`config.mk`:
```
export PLATFORM = sky130hd
export DESIGN_NAME = fifo_thresh_irq
export DESIGN_NICKNAME = d
export VERILOG_FILES = /design/src/rtl/fifo_thresh_irq.sv
export SDC_FILE = /design/constraint.sdc
export NUM_CORES = 1
export LEC_CHECK = 0
export ABC_CLOCK_PERIOD_IN_PS = 4800
export BUFFER_PORTS_ARGS = -buffer_cell sky130_fd_sc_hd__buf_4
export CORE_MARGIN = 2
export CORE_UTILIZATION = 55
export DETAILED_ROUTE_END_ITERATION = 10
export PLACE_DENSITY_LB_ADDON = 0.1
export SLEW_MARGIN = 25
export SYNTH_ARGS = -nofsm -noshare
export SYNTH_HDL_FRONTEND = slang
export SYNTH_SLANG_ARGS = --single-unit
```
`constraint.sdc`:
```
create_clock -name clk -period 4.8 [get_ports clk]
set_input_delay 0.24 -clock clk [delete_from_list [all_inputs] [get_ports clk]]
set_output_delay 0.24 -clock clk [all_outputs]
set_load 0.02 [all_outputs]
```
`src/rtl/fifo_thresh_irq.sv`:
```
module fifo_thresh_irq #(
  parameter int DEPTH = 16
) (
  input  logic        clk,
  input  logic        rst_n,
  input  logic        reg_wr,
  input  logic        reg_rd,
  input  logic [2:0]  reg_addr,
  input  logic [22:0] reg_wdata,
  output logic [31:0] reg_rdata,
  input  logic        tx_pop,
  output logic [7:0]  tx_data,
  input  logic        rx_push,
  input  logic [7:0]  rx_data,
  output logic        irq
);

  localparam int PW = $clog2(DEPTH);
  localparam int CW = PW + 1;
  localparam logic [2:0] A_CTL = 3'd0, A_TRAIL = 3'd1, A_IEN = 3'd2,
                         A_ISTAT = 3'd3, A_FSTAT = 3'd4, A_DATA = 3'd5;

  logic [22:0] ctl_q;
  logic [3:0]  trail_lim;
  logic [6:0]  ien, stat;
  logic        rx_en, tx_en;
  logic [6:0]  rx_trig, tx_trig;

  assign rx_en   = ctl_q[0];
  assign tx_en   = ctl_q[1];
  assign rx_trig = ctl_q[10:4];
  assign tx_trig = ctl_q[22:16];

  logic [7:0]    tx_mem [DEPTH];
  logic [7:0]    rx_mem [DEPTH];
  logic [PW-1:0] tx_wp, tx_rp, rx_wp, rx_rp;
  logic [CW-1:0] tx_cnt, rx_cnt;
  logic [3:0]    idle;

  logic wr_data, rd_data;
  logic tx_full, tx_empty, rx_full, rx_empty;
  logic tx_do_wr, tx_do_rd, rx_do_wr, rx_do_rd;
  logic [6:0] tx_lvl, rx_lvl;

  assign wr_data  = reg_wr && reg_addr == A_DATA;
  assign rd_data  = reg_rd && reg_addr == A_DATA;
  assign tx_full  = tx_cnt == CW'(DEPTH);
  assign tx_empty = tx_cnt == '0;
  assign rx_full  = rx_cnt == CW'(DEPTH);
  assign rx_empty = rx_cnt == '0;
  assign tx_do_wr = tx_en && wr_data && !tx_full;
  assign tx_do_rd = tx_pop && !tx_empty;
  assign rx_do_wr = rx_en && rx_push && !rx_full;
  assign rx_do_rd = rd_data && !rx_empty;
  assign tx_lvl   = 7'(tx_cnt);
  assign rx_lvl   = 7'(rx_cnt);
  assign tx_data  = tx_empty ? 8'h00 : tx_mem[tx_rp];

  always_ff @(posedge clk or negedge rst_n) begin
    if (!rst_n) begin
      ctl_q     <= '0;
      trail_lim <= '0;
      ien       <= '0;
    end else if (reg_wr) begin
      if (reg_addr == A_CTL)   ctl_q     <= reg_wdata;
      if (reg_addr == A_TRAIL) trail_lim <= reg_wdata[3:0];
      if (reg_addr == A_IEN)   ien       <= reg_wdata[6:0];
    end
  end

  always_ff @(posedge clk or negedge rst_n) begin
    if (!rst_n) begin
      tx_wp <= '0; tx_rp <= '0; tx_cnt <= '0;
    end else if (!tx_en) begin
      tx_wp <= '0; tx_rp <= '0; tx_cnt <= '0;
    end else begin
      if (tx_do_wr) tx_wp <= tx_wp + PW'(1);
      if (tx_do_rd) tx_rp <= tx_rp + PW'(1);
      tx_cnt <= tx_cnt + CW'(tx_do_wr) - CW'(tx_do_rd);
    end
  end

  always_ff @(posedge clk) if (tx_do_wr) tx_mem[tx_wp] <= reg_wdata[7:0];

  always_ff @(posedge clk or negedge rst_n) begin
    if (!rst_n) begin
      rx_wp <= '0; rx_rp <= '0; rx_cnt <= '0;
    end else if (!rx_en) begin
      rx_wp <= '0; rx_rp <= '0; rx_cnt <= '0;
    end else begin
      if (rx_do_wr) rx_wp <= rx_wp + PW'(1);
      if (rx_do_rd) rx_rp <= rx_rp + PW'(1);
      rx_cnt <= rx_cnt + CW'(rx_do_wr) - CW'(rx_do_rd);
    end
  end

  always_ff @(posedge clk) if (rx_do_wr) rx_mem[rx_wp] <= rx_data;

  always_ff @(posedge clk or negedge rst_n) begin
    if (!rst_n)                          idle <= '0;
    else if (!rx_en || rx_empty || rx_do_wr) idle <= '0;
    else if (idle != 4'hF)               idle <= idle + 4'd1;
  end

  logic [6:0] set_v, clr_v;
  assign set_v = {
    rx_en && !rx_empty && rx_lvl < rx_trig && idle >= trail_lim,
    rx_en && rx_push && rx_full,
    rd_data && rx_empty,
    tx_en && wr_data && tx_full,
    tx_pop && tx_empty,
    rx_en && rx_lvl >= rx_trig,
    tx_en && tx_lvl <= tx_trig
  };
  assign clr_v = (reg_wr && reg_addr == A_ISTAT) ? reg_wdata[6:0] : 7'h00;

  always_ff @(posedge clk or negedge rst_n) begin
    if (!rst_n) stat <= '0;
    else        stat <= (stat & ~clr_v) | set_v;
  end

  assign irq = |(stat & ien);

  always_comb begin
    reg_rdata = '0;
    case (reg_addr)
      A_CTL:   reg_rdata = {9'd0, ctl_q};
      A_TRAIL: reg_rdata = {28'd0, trail_lim};
      A_IEN:   reg_rdata = {25'd0, ien};
      A_ISTAT: reg_rdata = {25'd0, stat};
      A_FSTAT: reg_rdata = {7'd0, rx_empty, rx_full, rx_lvl,
                            7'd0, tx_empty, tx_full, tx_lvl};
      A_DATA:  reg_rdata = {24'd0, rx_empty ? 8'h00 : rx_mem[rx_rp]};
      default: reg_rdata = '0;
    endcase
  end

  a_r1_level_bound: assert property (@(posedge clk) disable iff (!rst_n)
    tx_cnt <= CW'(DEPTH) && rx_cnt <= CW'(DEPTH));

  a_r2_disabled_flush: assert property (@(posedge clk) disable iff (!rst_n)
    !tx_en |=> tx_cnt == '0);

  a_r8_rx_overrun: assert property (@(posedge clk) disable iff (!rst_n)
    (rx_push && rx_en && rx_full && !rd_data && !(reg_wr && reg_addr == A_CTL))
    |=> (stat[5] && rx_cnt == CW'(DEPTH)));

  a_r9_trail_nonempty: assert property (@(posedge clk) disable iff (!rst_n)
    $rose(stat[6]) |-> $past(rx_cnt) != '0);

  a_r10_sticky: assert property (@(posedge clk) disable iff (!rst_n)
    (stat[2] && !(reg_wr && reg_addr == A_ISTAT && reg_wdata[2])) |=> stat[2]);

endmodule

```
==> results of run 1 <==
[per-stage QoR]
stage / cells / power (uW) / setup slack, ns / cell area, um^2 / util (%)
final: 1297 / 7510 / 1.49 / 16300 / 64.6
after floorplan: 854 / 4450 / 1.99 / 14100 / -
after CTS: 1296 / 7560 / 1.45 / 16200 / 64.5
after global routing: 1297 / 7830 / 1.32 / 16300 / 64.6
after detailed placement: 1216 / 4920 / 1.63 / 14900 / 59.2
after global placement: 1216 / 4870 / 1.72 / 14900 / 59.2
[report_power, final]
group	internal, uW	switching (uW)	leakage [uW]
logic	717	720	0.00203
clock network	1570	1070	0.000552
registers	3210	223	0.00320
total	5500	2010	0.00578
[logic make-up after synthesis]
kind of cell	after synthesis	share of synthesized area (%)
AO/OA/AOI/OAI	86	4.03
XOR/XNOR	17	1.06
adder cells (fa/ha/maj)	39	3.57
buffers and inverters	80	2.53
flip-flops	327	67.1
multiplexers	120	14.8
other	1	0.0266
AND/OR/NAND/NOR	178	6.90
[layer usage]
metal  wire (um)  share of wire [%]  vias up
li1            -                  -     3428
met5           0                  0        -
met4         648                2.2        0
met1       12100                 41     3892
met3        1340                4.5       47
met2       15500                 52      198
[cell usage in the layout, fill, tap and decap left out, types with 34 or more instances in the layout]
master and n:
ha_1 37, edfxtp_1 256, nor2_1 41, inv_1 34
dfrtp_1 67, buf_4 78, mux4_2 68, nand2_1 42
and2_1 35, clkbuf_16 35
[cell type report]
cell class / instances / share of cell area (%)
Clock inverter: 15 / 1.14
Inverter: 34 / 0.785
Timing Repair Buffer: 97 / 4.88
Sequential cell: 327 / 58.2
Tap cell: 330 / 2.54
Multi-Input combinational cell: 447 / 26.6
Clock buffer: 47 / 5.85
[worst paths after layout]
| path | cells after the start | end | slack (ns) | from |
|---|---|---|---|---|
| min reg2reg | 1 | ctl_q[12] | 0.50 | ctl_q[12] |
| min in group asynchronous | 2 | ctl_q[15] | 0.16 | rst_n |
| max in group asynchronous | 3 | tx_rp[0] | 4.07 | rst_n |
| max | 7 | reg_rdata[7] | 1.49 | rx_cnt[3] |
| min | 1 | rx_mem[5][1] | 0.03 | rx_data[1] |
| max reg2reg | 13 | rx_cnt[4] | 1.61 | rx_cnt[3] |
[synth_stat cells (all sizes together), types with 2 or more instances]
library cell    n  share of area (%)
mux2           26                2.1
nor3b           2               0.14
a32o            2               0.14
dfrtp          71                 13
o21ai          26               0.92
clkbuf         19               0.51
edfxtp        256                 55
o22ai           8               0.35
a21o            5               0.27
xor2            8               0.50
mux2i          26                1.8
nand2          42                1.1
o21a            2               0.11
nand3          12               0.43
buf            27                1.1
ha             37                3.3
nor2b           8               0.35
o211ai          5               0.27
xnor2           9               0.56
and3            6               0.27
inv            34               0.90
nand4           4               0.18
or3             3               0.13
fa              2               0.28
and2           35                1.6
nor3            9               0.40
nor2           42                1.1
mux4           68                 11
a22oi          19                1.0
or2             2              0.089
nor4b           3               0.38
nand2b          4               0.18
a21oi           9               0.32
a22o            3               0.19
[sequential cells by signal, indices dropped and copies added, names as in the netlist]
signal and count:
ctl_q 23, idle 4, ien 7, rx_cnt 5
rx_mem 128, rx_rp 4, rx_wp 4, stat 7
trail_lim 4, tx_cnt 5, tx_mem 128, tx_rp 4
tx_wp 4
[timing repair]
| item | in CTS | in global routing |
|---|---|---|
| hold endpoints to repair | 88 | 0 |
| hold buffers | 18 | 0 |
| setup buffers | 0 | 0 |
==> flow_summary.ini, run 1 <==
[outcome]
outcome = completed

[global_route]
grt_use_met3_pct = 3.89
grtUsageMet2_pct = 40.1
overflow = 0
antenna_found_initial = 0
grt_max_degree = 72
grt_first_pass_wirelength_mm = 45.4
busiest_layer = met2
grt_usage_pct = 22.8
grt_pass1_vias = 7877
use_met1_pct = 29.5

[clocking]
htreeDepth = 2
cts_resized = 0
cts_root_buf = clkbuf_16
cts_buffers = 35
clk_pin_slew_ns = 0.06
cts_sinks = 327
cts_tree = yes
clockBufferDepth = 3
clock_latency_ns = 0.53

[place]
gp_congestion = 0.876
io_buffers = 73
dpl.hpwl_mm = 19.3

[final_layout]
finalNetCount = 1021
drive_gt1_share_pct = 24.9
final.fill_count = 1783
multi_input_area_mm2 = 0.00432
area_delta_synth_final_pct = 15.3
ff_latch_area_mm2 = 0.00947
diodes = 0

[setup_path]
path_buf_inv = 2
startpoint_type = flop
cp_max_fo = 9
crit_slowest_cell = nor4b_2
cp.required_ns = 4.56
crit_chain = inv_1 -> ha_1 -> nor4b_4 -> nor4b_2 -> a22oi_1 -> o211ai_1 -> buf_4
cp-end-kind = primary output
cp_slowest_stage_delay_ns = 0.88
crit_type = flop to primary output
cpLargestDelayFamily = simple AND/OR/NAND/NOR gates
worstPathArrival_ns = 3.07

[logic_synthesis]
async_flop_share_pct = 21.7
synth_area_mm2 = 0.0141
ys.flop_type = edfxtp_1
ys_seq_area_share_pct = 67.1
synth-seq-cells = 327
synth-edff-count = 256
yosys_warnings = 0
syn_avg_cell_area_um2 = 16.6
synth_cells = 848
synth_cell_types = 57

[route]
num_vias = 7565
wl_mm = 29.6
drt-wirelength-per-cell_um = 22.8
final_antenna_net_count = 0
drt_pass1_iterations = 5
drt_iter0_drc = 639
via_per_inst = 5.83
drc = 0

[timing]
period_minus_slack_ns = 3.31
hold_viol = 0
setup_violations = 0
rsz0062_at_grt = no
worst_clock_skew_ns = 0.0224
timing.hold.ws_ns = 0.0297
clock.fmax_mhz = 302
period_share_pct = 68.9
maxSlewViolCount = 0
slew_headroom_pct = 27.0
tightestPinTransition_ns = 1.09
finalSetupTns_ns = 0

[floorplan]
start_util_pct = 56.0
die_x_um = 164
core_mm2 = 0.0252
fp-row-count = 58
die_h_um = 164
dieArea_mm2 = 0.0269
ios = 81

[pwr]
peakVddDrop_mv = 0.295
p_leak_uw = 0.00578
power.density_mw_per_mm2 = 462

[job]
maxCapViolCount = 0

[worst_hold_path]
min-delay-path-class = input port to flop
Power figures use the tool's default switching activity.
==> inputs of run 2 (changes only) <==
ABC_CLOCK_PERIOD_IN_PS = 2730   (was 4800)
clock period = 2.73 ns   (was 4.8 ns; I/O delays follow)
==> flow_summary.ini, run 2 (synthesized netlist as in run 1, its figures left out) <==
[clocking]
clock_latency_ns = 0.50
cts_root_buf = clkbuf_16
clk_pin_slew_ns = 0.06
cts_tree = yes
clockBufferDepth = 3
cts_sinks = 327
htreeDepth = 2
cts_buffers = 35

[floorplan]
die_x_um = 164
dieArea_mm2 = 0.0269
die_h_um = 164
core_mm2 = 0.0252
fp-row-count = 58
start_util_pct = 56.0
ios = 81

[setup_path]
crit_type = flop to flop
rrSetupSlack_ns = -0.03
r2r-start = tx_cnt[2]
crit_chain = inv_2 -> ha_4 -> and4bb_2 -> nor3_4 -> inv_2 -> ha_4 -> inv_2 -> ha_4 -> inv_2 -> fa_2 -> inv_2 -> a21oi_2 -> nor2_2 -> or3_1 -> and3_1
cpLargestDelayFamily = simple AND/OR/NAND/NOR gates
cp_slowest_stage_delay_ns = 0.37
cp_max_fo = 2
r2r-end = tx_cnt[4]
startpoint_type = flop
cp.required_ns = 3.12
crit_slowest_cell = or3_1
cp-end-kind = flop
worstPathArrival_ns = 3.15
crit_top_cell = inv_2
worstRegToRegCells = 15
path_buf_inv = 5
cp-startpoint = tx_cnt[2]

[worst_hold_path]
hold_start = reg_wdata[3]
min-delay-path-class = input port to flop
hold_depth = 1
min_to = tx_mem[2][3]

[final_layout]
mostFrequentLayoutCells = edfxtp_1 (256), buf_4 (125), dfrtp_1 (69)
reg_top3 = rx_mem x128, tx_mem x128, ctl_q x23
final_cells = 1357
diodes = 0
final_common_cell = edfxtp_1
final_area_mm2 = 0.0168
finalNetCount = 1082
area_delta_synth_final_pct = 19.2
drive_gt1_share_pct = 30.2

[route]
num_vias = 7820
drt_pass1_iterations = 5
via_per_inst = 5.76
wl_met2_mm = 15.3
final_antenna_net_count = 0
drc = 0
m1WireLength_mm = 12.8
wl_met3_mm = 1.40
drt_iter0_drc = 521
wl_mm = 30.0
top_layer = met4
drt-wirelength-per-cell_um = 22.1

[global_route]
antenna_found_initial = 0
grt_usage_pct = 23.1
grt_max_degree = 72
grt_pass1_vias = 8192
grt_first_pass_wirelength_mm = 46.5
overflow = 0

[pwr]
power.density_mw_per_mm2 = 806
p_leak_uw = 0.00606
peakVddDrop_mv = 0.646

[place]
gp_congestion = 0.860
io_buffers = 73
placed_cells = 1257
dpl.hpwl_mm = 19.7
dpl_cell_area_mm2 = 0.0152

[timing]
setup_ws_ns = -0.0278
clock.fmax_mhz = 363
maxSlewViolCount = 0
worst_clock_skew_ns = 0.0116
setup_violations = 1
period_minus_slack_ns = 2.76
hold_viol = 0
tightestPinTransition_ns = 0.901
rsz0062_at_grt = yes
slew_headroom_pct = 39.9
period_share_pct = 101

[outcome]
outcome = finished, violations left
violations = negative setup slack

[job]
maxCapViolCount = 0
==> run 2: cell types whose count changed in the layout (fill, tap and decap cells not counted), moves of 4 or more <==
cell / previous run / this run
and2_1: 35 / 30
ha_1: 37 / 32
dlygate4sd3_1: 18 / 29
nor3_2: 4 / 0
and2_2: 0 / 4
inv_2: 0 / 8
nor3_1: 4 / 8
buf_4: 78 / 125
inv_1: 34 / 26
==> run 2: area by class of cell <==
type / count / area [um^2]
Clock buffer: 46 / 960
Clock inverter: 15 / 149
Fill cell: 1696 / 8370
Inverter: 34 / 128
Multi-Input combinational cell: 447 / 4400
Sequential cell: 327 / 9470
Tap cell: 330 / 413
Timing Repair Buffer: 158 / 1290
==> run 2: metal layers <==
metal / vias to the layer above / GRT usage (%)
met5: - / 0
li1: 3554 / -
met3: 43 / 3.26
met4: 0 / 5.78
met1: 4006 / 32.0
met2: 217 / 39.0
==> run 2: timing repair <==
action	4_1_cts	5_1_grt
setup buffers	5	5
endpoints found under the setup margin	8	42
endpoints found under the hold margin	240	0
pin swaps	2	12
hold buffers	29	0
resized for setup	9	22
==> run 2: how the worst max path moves through the flow <==
| stage | endpoint | cells after the start |
|---|---|---|
| 2_1_floorplan | rx_cnt[4] | 12 |
| 3_3_place_gp | tx_cnt[4] | 15 |
| 6_report | tx_cnt[4] | 15 |
| 5_1_grt | tx_cnt[4] | 15 |
| 4_1_cts | reg_rdata[4] | 9 |
| 3_5_place_dp | tx_cnt[4] | 15 |
==> run 2: where the power goes <==
group	switching, uW	total [uW]	internal (uW)
Combinational	1570	3090	1520
Sequential	244	5900	5650
Clock	1800	4560	2750
==> run 2: metrics by stage <==
step / hold WS (ns) / TNS, ns / worst slack (ns) / total power [uW] / util, %
6_report: 0.00517 / -0.0278 / -0.0278 / 13500 / 66.8
5_1_grt: 0.00904 / -0.106 / -0.0872 / 14100 / 66.8
4_1_cts: 0.00343 / 0 / 0.0139 / 13500 / 66.3
3_5_place_dp: 0.335 / -0.0472 / -0.0472 / 8830 / 60.5
3_3_place_gp: 0.321 / 0 / 0.113 / 8710 / 60.5
2_1_floorplan: -0.159 / -0.00392 / -0.00392 / 7830 / -
